===== src/rtl/irq_aggregator.sv =====
module irq_aggregator #(
  parameter int NSRC      = 32,
  parameter int AW        = 8,
  parameter bit EDGE_MODE = 1'b1
) (
  input  logic            clk,
  input  logic            rst_n,
  input  logic [NSRC-1:0] src_i,
  input  logic [AW-1:0]   addr_i,
  input  logic            we_i,
  input  logic [NSRC-1:0] wdata_i,
  input  logic            re_i,
  output logic [NSRC-1:0] rdata_o,
  output logic            irq_o
);
  localparam logic [AW-1:0] OFS_STAT = AW'(8'h00);
  localparam logic [AW-1:0] OFS_CLR  = AW'(8'h08);
  localparam logic [AW-1:0] OFS_MASK = EDGE_MODE ? AW'(8'h0C) : AW'(8'h04);
  localparam logic [AW-1:0] OFS_SET  = EDGE_MODE ? AW'(8'h10) : AW'(8'h08);
  localparam logic [AW-1:0] OFS_REL  = EDGE_MODE ? AW'(8'h14) : AW'(8'h0C);

  logic [NSRC-1:0] status, mask_q;
  logic            irq_q;

  wire hit_set = we_i && (addr_i == OFS_SET);
  wire hit_rel = we_i && (addr_i == OFS_REL);

  always_ff @(posedge clk or negedge rst_n)
    if (!rst_n)       mask_q <= '1;
    else if (hit_set) mask_q <= mask_q | wdata_i;
    else if (hit_rel) mask_q <= mask_q & ~wdata_i;

  generate
    if (EDGE_MODE) begin : g_edge
      logic [NSRC-1:0] src_q, stat_q;
      wire             hit_clr = we_i && (addr_i == OFS_CLR);
      wire [NSRC-1:0]  rise    = src_i & ~src_q;
      wire [NSRC-1:0]  wipe    = hit_clr ? wdata_i : '0;

      always_ff @(posedge clk or negedge rst_n)
        if (!rst_n) begin
          src_q  <= '0;
          stat_q <= '0;
        end else begin
          src_q  <= src_i;
          stat_q <= (stat_q & ~wipe) | rise;
        end

      assign status = stat_q;
    end else begin : g_level
      assign status = src_i;
    end
  endgenerate

  always_ff @(posedge clk or negedge rst_n)
    if (!rst_n) irq_q <= 1'b0;
    else        irq_q <= |(status & ~mask_q);

  assign irq_o = irq_q;

  always_comb begin
    rdata_o = '0;
    if (re_i) begin
      if (addr_i == OFS_STAT)      rdata_o = status;
      else if (addr_i == OFS_MASK) rdata_o = mask_q;
    end
  end
endmodule



===== config.mk =====
export PLATFORM = sky130hd
export DESIGN_NAME = irq_aggregator
export DESIGN_NICKNAME = d
export VERILOG_FILES = /design/src/rtl/irq_aggregator.sv
export SDC_FILE = /design/constraint.sdc
export NUM_CORES = 1
export LEC_CHECK = 0
export BUFFER_PORTS_ARGS = -buffer_cell sky130_fd_sc_hd__buf_2
export CELL_PAD_IN_SITES_DETAIL_PLACEMENT = 1
export CELL_PAD_IN_SITES_GLOBAL_PLACEMENT = 1
export CORE_ASPECT_RATIO = 0.5
export CORE_UTILIZATION = 28
export DETAILED_ROUTE_END_ITERATION = 16
export PLACE_DENSITY_LB_ADDON = 0.1
export SLEW_MARGIN = 20
export SYNTH_ARGS = -nofsm -noshare
export SYNTH_HDL_FRONTEND = slang
export SYNTH_SLANG_ARGS = --single-unit

===== constraint.sdc =====
create_clock -name clk -period 1.82 [get_ports clk]
set_input_delay 0.091 -clock clk [delete_from_list [all_inputs] [get_ports clk]]
set_output_delay 0.091 -clock clk [all_outputs]
set_load 0.02 [all_outputs]

==> results of run 1 <==
==> how the worst min path moves through the flow <==
stage / start / to / slack, ns / cells past startpoint
final: wdata_i[31] / flip-flop / 0.01 / 3
after global routing: wdata_i[22] / flip-flop / 0.007 / 3
after CTS: wdata_i[25] / flip-flop / 0.002 / 3
after detailed placement: rst_n / g_edge.src_q[29] / 0.08 / 1
after global placement: rst_n / g_edge.src_q[29] / 0.08 / 1
after floorplan: rst_n / g_edge.src_q[0] / -0.20 / 0
==> logic make-up after synthesis <==
logic type,synth area share [%]
buffers and inverters,8.76
DFF,56.6
muxes,7.35
AOI/OAI and AO/OA,15.6
and+or+nand+nor,11.6
==> area by class of cell <==
type	count	share of cell area [%]
Sequential cell	97	40.5
Multi-Input combinational cell	190	25.0
Timing Repair Buffer	177	21.1
Clock buffer	11	4.15
Tap cell	198	4.07
Inverter	64	3.94
Clock inverter	5	1.27
==> where the power goes <==
part	internal, uW	leakage [uW]	total, uW	switching (uW)
Sequential	2260	0.00100	2300	34.5
Clock	1280	0.000162	2120	848
Combinational	239	0.00199	489	251
Total	3780	0.00315	4910	1130
==> synth_stat cells, types with 3 or more instances <==
cell	count
sky130_fd_sc_hd__clkbuf_1	10
sky130_fd_sc_hd__buf_2	8
sky130_fd_sc_hd__nand2_1	32
sky130_fd_sc_hd__mux2i_1	32
sky130_fd_sc_hd__buf_6	3
sky130_fd_sc_hd__inv_1	64
sky130_fd_sc_hd__dfrtp_1	65
sky130_fd_sc_hd__a22o_1	64
sky130_fd_sc_hd__and4_1	5
sky130_fd_sc_hd__dfstp_2	32
sky130_fd_sc_hd__a22oi_1	16
sky130_fd_sc_hd__buf_4	4
sky130_fd_sc_hd__nand4b_1	32
==> routing by layer <==
layer	up-vias	wire [um]	GRT usage [%]	share of wire (%)
met1	1835	7340	27.4	54
met2	69	5740	25.0	42
li1	1664	-	-	-
met3	4	562	4.02	4.1
met5	-	0	0	0
met4	0	66	2.97	0.48
==> critical path, cell delays in order <==
cell                      delay (ns)
sky130_fd_sc_hd__buf_2          0.10
sky130_fd_sc_hd__nor4_1         0.33
sky130_fd_sc_hd__nand3_1        0.17
sky130_fd_sc_hd__nor3_4         0.17
sky130_fd_sc_hd__buf_12         0.23
sky130_fd_sc_hd__a22o_1         0.21
sky130_fd_sc_hd__buf_2          0.18
==> metrics by stage <==
step	util (%)	worst slack, ns	hold WS [ns]
after global routing	41.1	0.134	0.00661
final	41.1	0.231	0.0119
after CTS	41.1	0.221	0.00179
after floorplan	-	0.499	-0.205
after global placement	34.8	0.210	0.0790
after detailed placement	34.8	0.232	0.0781
==> impl_metrics.prom, run 1 <==
# TYPE chip_impl_metric gauge
chip_impl_metric{name="synth_fp_nets",unit=""} 452
chip_impl_metric{name="multi_input_comb_area",unit="sq um"} 1520
chip_impl_metric{name="hold_viol",unit=""} 0
chip_impl_metric{name="clk_pin_slew_worst_paths",unit="ns"} 0.07
chip_impl_metric{name="cts_resized",unit=""} 0
chip_impl_metric{name="post_layout_nonfiller_instances",unit=""} 742
chip_impl_metric{name="antenna_violations_before_repair",unit=""} 0
chip_impl_metric{name="first_global_vias",unit=""} 3740
chip_impl_info{name="outcome",value="complete, no violations"} 1
chip_impl_metric{name="fin_tns_setup",unit="ns"} 0
chip_impl_metric{name="chipWidth",unit="um"} 178
chip_impl_info{name="grt_setup_unrepaired",value="no"} 1
chip_impl_info{name="tritoncts",value="done"} 1
chip_impl_metric{name="cellPowerDensity",unit="nW/um^2"} 806
chip_impl_metric{name="number_of_input_and_output_port_buffers_inserted",unit=""} 108
chip_impl_metric{name="regToRegSetupSlack",unit="ns"} 0.38
chip_impl_metric{name="worst-slew-pin-transition",unit="ns"} 0.468
chip_impl_metric{name="synth_top_area_share",unit="%"} 37.3
chip_impl_metric{name="dieHeight",unit="um"} 90.2
chip_impl_metric{name="fin_worst_skew",unit="ns"} 0.00827
chip_impl_metric{name="route.detailed.wl_per_inst",unit="um"} 18.5
chip_impl_metric{name="setup_viol",unit=""} 0
chip_impl_info{name="cts_root_buf",value="sky130_fd_sc_hd__clkbuf_16"} 1
chip_impl_metric{name="grt_max_degree",unit=""} 65
chip_impl_info{name="worstHoldPathType",value="primary input to flip-flop"} 1
chip_impl_info{name="reg2reg_capture_point",value="irq_o"} 1
chip_impl_metric{name="yosysWarningCount",unit=""} 0
chip_impl_metric{name="clkLatencyLatePin",unit="ns"} 0.35
chip_impl_metric{name="core_region_area",unit="sq um"} 14800
chip_impl_metric{name="drt_first_iter_violations",unit=""} 175
chip_impl_metric{name="finish.instance_area",unit="sq um"} 6090
chip_impl_info{name="crit_path_end",value="rdata_o[25]"} 1
chip_impl_info{name="crit_path_start",value="addr_i[5]"} 1
chip_impl_metric{name="edff_count_synth",unit=""} 0
chip_impl_metric{name="final_routed_wirelength",unit="um"} 13700
chip_impl_metric{name="dieArea",unit="sq um"} 16100
chip_impl_metric{name="slew-limit-headroom",unit="%"} 68.8
chip_impl_info{name="startpoint_type",value="primary input"} 1
chip_impl_metric{name="mean_number_of_vias_per_cell",unit=""} 4.81
chip_impl_metric{name="antenna_diode_count",unit=""} 0
chip_impl_info{name="start_to_end_type_of_the_worst_setup_path",value="primary input to output pin"} 1
chip_impl_metric{name="clock_path_buffers",unit=""} 2
chip_impl_metric{name="global_route_overflow",unit=""} 0
chip_impl_metric{name="worst-r2r-cell-count",unit=""} 4
chip_impl_metric{name="routed-via-count",unit=""} 3572
chip_impl_metric{name="total_power",unit="uW"} 4910
chip_impl_info{name="synthFlopType",value="sky130_fd_sc_hd__dfrtp_1"} 1
chip_impl_metric{name="max_cap_viols",unit=""} 0
chip_impl_metric{name="place_congestion",unit=""} 0.730
chip_impl_metric{name="post-dp-hpwl",unit="um"} 9020
chip_impl_metric{name="area_growth_syn_to_layout",unit="%"} 39.8
chip_impl_metric{name="crit_required",unit="ns"} 1.73
chip_impl_info{name="mostFrequentLayoutCells",value="107 x sky130_fd_sc_hd__buf_2, 65 x sky130_fd_sc_hd__dfrtp_1, 64 x sky130_fd_sc_hd__inv_1, 64 x sky130_fd_sc_hd__a22o_1, 60 x sky130_fd_sc_hd__dlygate4sd3_1"} 1
chip_impl_metric{name="synthesized_area",unit="sq um"} 4360
chip_impl_metric{name="post_synthesis_mean_instance_area",unit="sq um"} 11.6
chip_impl_metric{name="detail_route.drc_violations",unit=""} 0
chip_impl_metric{name="maximum_level_of_the_cts_h_tree",unit=""} 3
chip_impl_metric{name="layout.filler_cells",unit=""} 1639
chip_impl_metric{name="synth_seq_cells",unit=""} 97
chip_impl_metric{name="setup_fix_buffers_added_after_clock_tree_synthesis",unit=""} 0
chip_impl_metric{name="cts_sinks",unit=""} 97
chip_impl_info{name="yosys-top-cells-area",value="sky130_fd_sc_hd__dfrtp_1 37%, sky130_fd_sc_hd__dfstp_2 19%, sky130_fd_sc_hd__a22o_1 13%, sky130_fd_sc_hd__mux2i_1 7.4%, sky130_fd_sc_hd__nand4b_1 6.4%"} 1
chip_impl_metric{name="netlist_instances",unit=""} 376
chip_impl_info{name="final_common_cell",value="sky130_fd_sc_hd__buf_2"} 1
chip_impl_metric{name="numCtsBuffers",unit=""} 9
chip_impl_info{name="synth_top_area_cell",value="sky130_fd_sc_hd__dfrtp_1"} 1
chip_impl_metric{name="final_max_slew_viol_count",unit=""} 0
chip_impl_metric{name="crit_fanout",unit=""} 32
chip_impl_metric{name="hold_buf_cts",unit=""} 60
chip_impl_metric{name="ant_nets_after_route",unit=""} 0
chip_impl_metric{name="clock.fmax",unit="MHz"} 629
chip_impl_metric{name="nets",unit=""} 615
chip_impl_metric{name="seqCellArea",unit="sq um"} 2470
chip_impl_metric{name="grt_pass1_wl",unit="um"} 21500
chip_impl_metric{name="grt_usage",unit="%"} 17.7
chip_impl_metric{name="num_io_pins",unit=""} 109
chip_impl_metric{name="dp.cells",unit=""} 666
chip_impl_metric{name="postPlaceCellArea",unit="sq um"} 5160
chip_impl_metric{name="critical_path_at",unit="ns"} 1.50
chip_impl_metric{name="power.leakage",unit="uW"} 0.00315
chip_impl_metric{name="fin_crit_sh",unit="%"} 87.3
chip_impl_metric{name="fraction_of_final_layout_cells_with_drive_strength_greater_than_1",unit="%"} 30.7
chip_impl_metric{name="synth-seq-area-share",unit="%"} 56.6
chip_impl_metric{name="core.rowCount",unit=""} 31
chip_impl_metric{name="final_period_minus_worst_setup_slack",unit="ns"} 1.59
chip_impl_info{name="critPathCaptureType",value="output pin"} 1
chip_impl_metric{name="yosys.cell_types.count",unit=""} 21
chip_impl_metric{name="initial_utilization",unit="%"} 29.4
chip_impl_metric{name="detail_route.first_pass.iterations",unit=""} 4
chip_impl_metric{name="synth_async_reset_ratio",unit="%"} 100
chip_impl_metric{name="vdd_drop_max",unit="mV"} 0.393
(Power assumes the default switching activity.)
==> inputs of run 2 (changes only) <==
CORE_UTILIZATION = 45   (was 28)
GPL_TIMING_DRIVEN = 0   (was unset)
==> run 2 against run 1 <==
Clock power is 6% lower; critical path depth grew 2; clock skew fell by 0.00058 ns; combinational power fell by 2%; via count rose by 3.8%; worst hold slack got worse by 0.0086 ns; sequential cell count is the same; global-route usage is 12 points higher; final area fell by 2.1%; clock-buffer cell count did not move; utilization grew 25 points; total power shrank 2.8%; largest cell class unchanged; highest routed layer unchanged.
==> impl_metrics.prom, run 2 (synthesis results as in run 1) <==
# TYPE chip_impl_metric gauge
chip_impl_metric{name="postPlaceCellArea",unit="sq um"} 5090
chip_impl_info{name="mostFrequentLayoutCells",value="105 x sky130_fd_sc_hd__buf_2, 65 x sky130_fd_sc_hd__dfrtp_1, 64 x sky130_fd_sc_hd__inv_1, 63 x sky130_fd_sc_hd__a22o_1, 50 x sky130_fd_sc_hd__dlygate4sd3_1"} 1
chip_impl_metric{name="clock_path_buffers",unit=""} 2
chip_impl_metric{name="maximum_level_of_the_cts_h_tree",unit=""} 3
chip_impl_metric{name="cellPowerDensity",unit="nW/um^2"} 800
chip_impl_metric{name="grt_max_degree",unit=""} 70
chip_impl_info{name="critPathCaptureType",value="output pin"} 1
chip_impl_info{name="final_common_cell",value="sky130_fd_sc_hd__buf_2"} 1
chip_impl_metric{name="max_cap_viols",unit=""} 0
chip_impl_metric{name="number_of_input_and_output_port_buffers_inserted",unit=""} 108
chip_impl_metric{name="switching_pwr",unit="uW"} 1140
chip_impl_info{name="tritoncts",value="done"} 1
chip_impl_metric{name="fraction_of_final_layout_cells_with_drive_strength_greater_than_1",unit="%"} 32.1
chip_impl_metric{name="detail_route.drc_violations",unit=""} 0
chip_impl_info{name="grt_setup_unrepaired",value="yes"} 1
chip_impl_metric{name="power.leakage",unit="uW"} 0.00315
chip_impl_metric{name="met2_usage",unit="%"} 48.2
chip_impl_metric{name="final_routed_wirelength",unit="um"} 13700
chip_impl_info{name="worstHoldPathType",value="primary input to flip-flop"} 1
chip_impl_metric{name="ant_nets_after_route",unit=""} 0
chip_impl_info{name="cts_root_buf",value="sky130_fd_sc_hd__clkbuf_16"} 1
chip_impl_metric{name="grtUsageMet3",unit="%"} 6.95
chip_impl_info{name="startpoint_type",value="primary input"} 1
chip_impl_metric{name="core_region_area",unit="sq um"} 9040
chip_impl_metric{name="fin_tns_setup",unit="ns"} 0
chip_impl_metric{name="critical_path_at",unit="ns"} 1.66
chip_impl_metric{name="final_period_minus_worst_setup_slack",unit="ns"} 1.75
chip_impl_metric{name="share_seq_of_total_power",unit="%"} 48.2
chip_impl_metric{name="fin_worst_skew",unit="ns"} 0.00769
chip_impl_metric{name="dieArea",unit="sq um"} 10100
chip_impl_metric{name="p_sw_share",unit="%"} 23.8
chip_impl_info{name="cpMaxStageDelayCell",value="sky130_fd_sc_hd__nor4_2"} 1
chip_impl_info{name="outcome",value="complete, no violations"} 1
chip_impl_metric{name="grt_pass1_wl",unit="um"} 21900
chip_impl_metric{name="setup_fix_buffers_added_after_clock_tree_synthesis",unit=""} 0
chip_impl_metric{name="antenna_diode_count",unit=""} 0
chip_impl_metric{name="slew-limit-headroom",unit="%"} 60.8
chip_impl_metric{name="numCtsBuffers",unit=""} 9
chip_impl_metric{name="fin_crit_sh",unit="%"} 96.0
chip_impl_metric{name="route.detailed.wl_per_inst",unit="um"} 20.1
chip_impl_metric{name="slowest_delay",unit="ns"} 0.24
chip_impl_metric{name="dieHeight",unit="um"} 71.6
chip_impl_metric{name="cts_sinks",unit=""} 97
chip_impl_info{name="grt-busiest-layer",value="met2"} 1
chip_impl_metric{name="final_max_slew_viol_count",unit=""} 0
chip_impl_metric{name="crit_required",unit="ns"} 1.73
chip_impl_metric{name="post_layout_nonfiller_instances",unit=""} 681
chip_impl_info{name="start_to_end_type_of_the_worst_setup_path",value="primary input to output pin"} 1
chip_impl_metric{name="dp.cells",unit=""} 615
chip_impl_metric{name="setup_viol",unit=""} 0
chip_impl_metric{name="clk_pin_slew_worst_paths",unit="ns"} 0.06
chip_impl_metric{name="core.rowCount",unit=""} 24
chip_impl_metric{name="detail_route.first_pass.iterations",unit=""} 4
chip_impl_metric{name="vdd_drop_max",unit="mV"} 0.497
chip_impl_metric{name="mean_number_of_vias_per_cell",unit=""} 5.44
chip_impl_metric{name="routed-via-count",unit=""} 3708
chip_impl_metric{name="place_congestion",unit=""} 0.801
chip_impl_metric{name="power_report.internal_total",unit="uW"} 3640
chip_impl_metric{name="power.clock.fraction",unit="%"} 41.8
chip_impl_metric{name="post-dp-hpwl",unit="um"} 9410
chip_impl_metric{name="chipWidth",unit="um"} 141
chip_impl_info{name="critical-path-top-cell-by-count",value="sky130_fd_sc_hd__buf_2"} 1
chip_impl_metric{name="gr-usage-met1",unit="%"} 39.8
chip_impl_metric{name="area_growth_syn_to_layout",unit="%"} 36.9
chip_impl_metric{name="worst-slew-pin-transition",unit="ns"} 0.588
chip_impl_metric{name="first_global_vias",unit=""} 4075
chip_impl_metric{name="grt_usage",unit="%"} 29.3
chip_impl_metric{name="drt_first_iter_violations",unit=""} 171
chip_impl_info{name="critical_path.top_delay_family",value="buffers and inverters"} 1
chip_impl_metric{name="antenna_violations_before_repair",unit=""} 0
chip_impl_metric{name="num_io_pins",unit=""} 109
chip_impl_metric{name="combinationalPowerShare",unit="%"} 10.0
chip_impl_metric{name="nets",unit=""} 622
chip_impl_metric{name="final_core_util",unit="%"} 66.0
chip_impl_metric{name="clock.fmax",unit="MHz"} 573
chip_impl_metric{name="hold_viol",unit=""} 0
chip_impl_metric{name="initial_utilization",unit="%"} 48.2
chip_impl_metric{name="finish.instance_area",unit="sq um"} 5960
chip_impl_info{name="path_cells",value="buf_2 -> nor4_2 -> and2_1 -> clkbuf_4 -> and4_1 -> buf_4 -> buf_6 -> a22o_1 -> buf_2"} 1
chip_impl_metric{name="cp.buffers_inverters",unit=""} 5
chip_impl_metric{name="crit_fanout",unit=""} 10
chip_impl_metric{name="clkLatencyLatePin",unit="ns"} 0.35
chip_impl_metric{name="global_route_overflow",unit=""} 0
## run 2: cell types whose count changed in the layout (fill, tap and decap cells not counted), sizes merged
cell / delta
inv: +2
buf: +6
clkbuf: +11
dlygate4sd3: -10
bufinv: -1
clkinvlp: -1
## run 2: path summary, 6_finish.rpt
path / slack (ns) / startpoint / depth (start not counted) / to
setup / recovery: 0.07 / addr_i[4] / 9 / rdata_o[23]
hold / removal: 0.003 / wdata_i[30] / 3 / flip-flop
setup reg to reg: 0.39 / flip-flop / 4 / irq_o
hold reg to reg: 0.50 / flip-flop / 2 / flip-flop
max in group asynchronous: 0.96 / rst_n / 3 / async pin
min in group asynchronous: 0.18 / rst_n / 2 / g_edge.src_q[18]
## run 2: timing repair
item	4_1_cts	5_1_grt
gates cloned	0	0
endpoints found under the setup margin	8	30
endpoints found under the hold margin	144	0
resized for setup	3	12
hold buffers	50	0
## run 2: routing by layer
layer	routed length, um	up-vias
met5	0	-
met4	136	0
met3	801	12
met2	6570	117
met1	6150	1901
li1	-	1678
## run 2: per-stage QoR
step | total power, uW | setup slack, ns | hold WS, ns
floorplan | 2480 | 0.499 | -0.205
global placement | 2700 | -0.367 | 0.213
detailed placement | 2720 | -0.0408 | -0.0162
CTS | 4790 | 0.0225 | 0.000105
global route | 4940 | -0.0174 | 0.00305
finish | 4770 | 0.0734 | 0.00334
## run 2: power by group through the flow
stage	Clock [uW]	Combinational, uW	Sequential (uW)
after floorplan	0	141	2340
after global placement	0	366	2330
after detailed placement	0	384	2340
after CTS	2020	470	2300
after global routing	2110	521	2310
final	1990	477	2300
## run 2: worst register-to-register path, cell delays in order, from the launching register on
cell	delay [ns]
sky130_fd_sc_hd__dfstp_2	0.53
sky130_fd_sc_hd__inv_1	0.05
sky130_fd_sc_hd__a22oi_1	0.35
sky130_fd_sc_hd__and4_1	0.28
sky130_fd_sc_hd__nand4_1	0.10
## run 2: area by class of cell
type,instances,area (sq um)
Sequential cell,97,2470
Timing Repair Buffer,159,1090
Multi-Input combinational cell,190,1540
Clock inverter,5,61.3
Buffer,25,155
Fill cell,953,3070
Clock buffer,11,253
Tap cell,130,163
Inverter,64,240
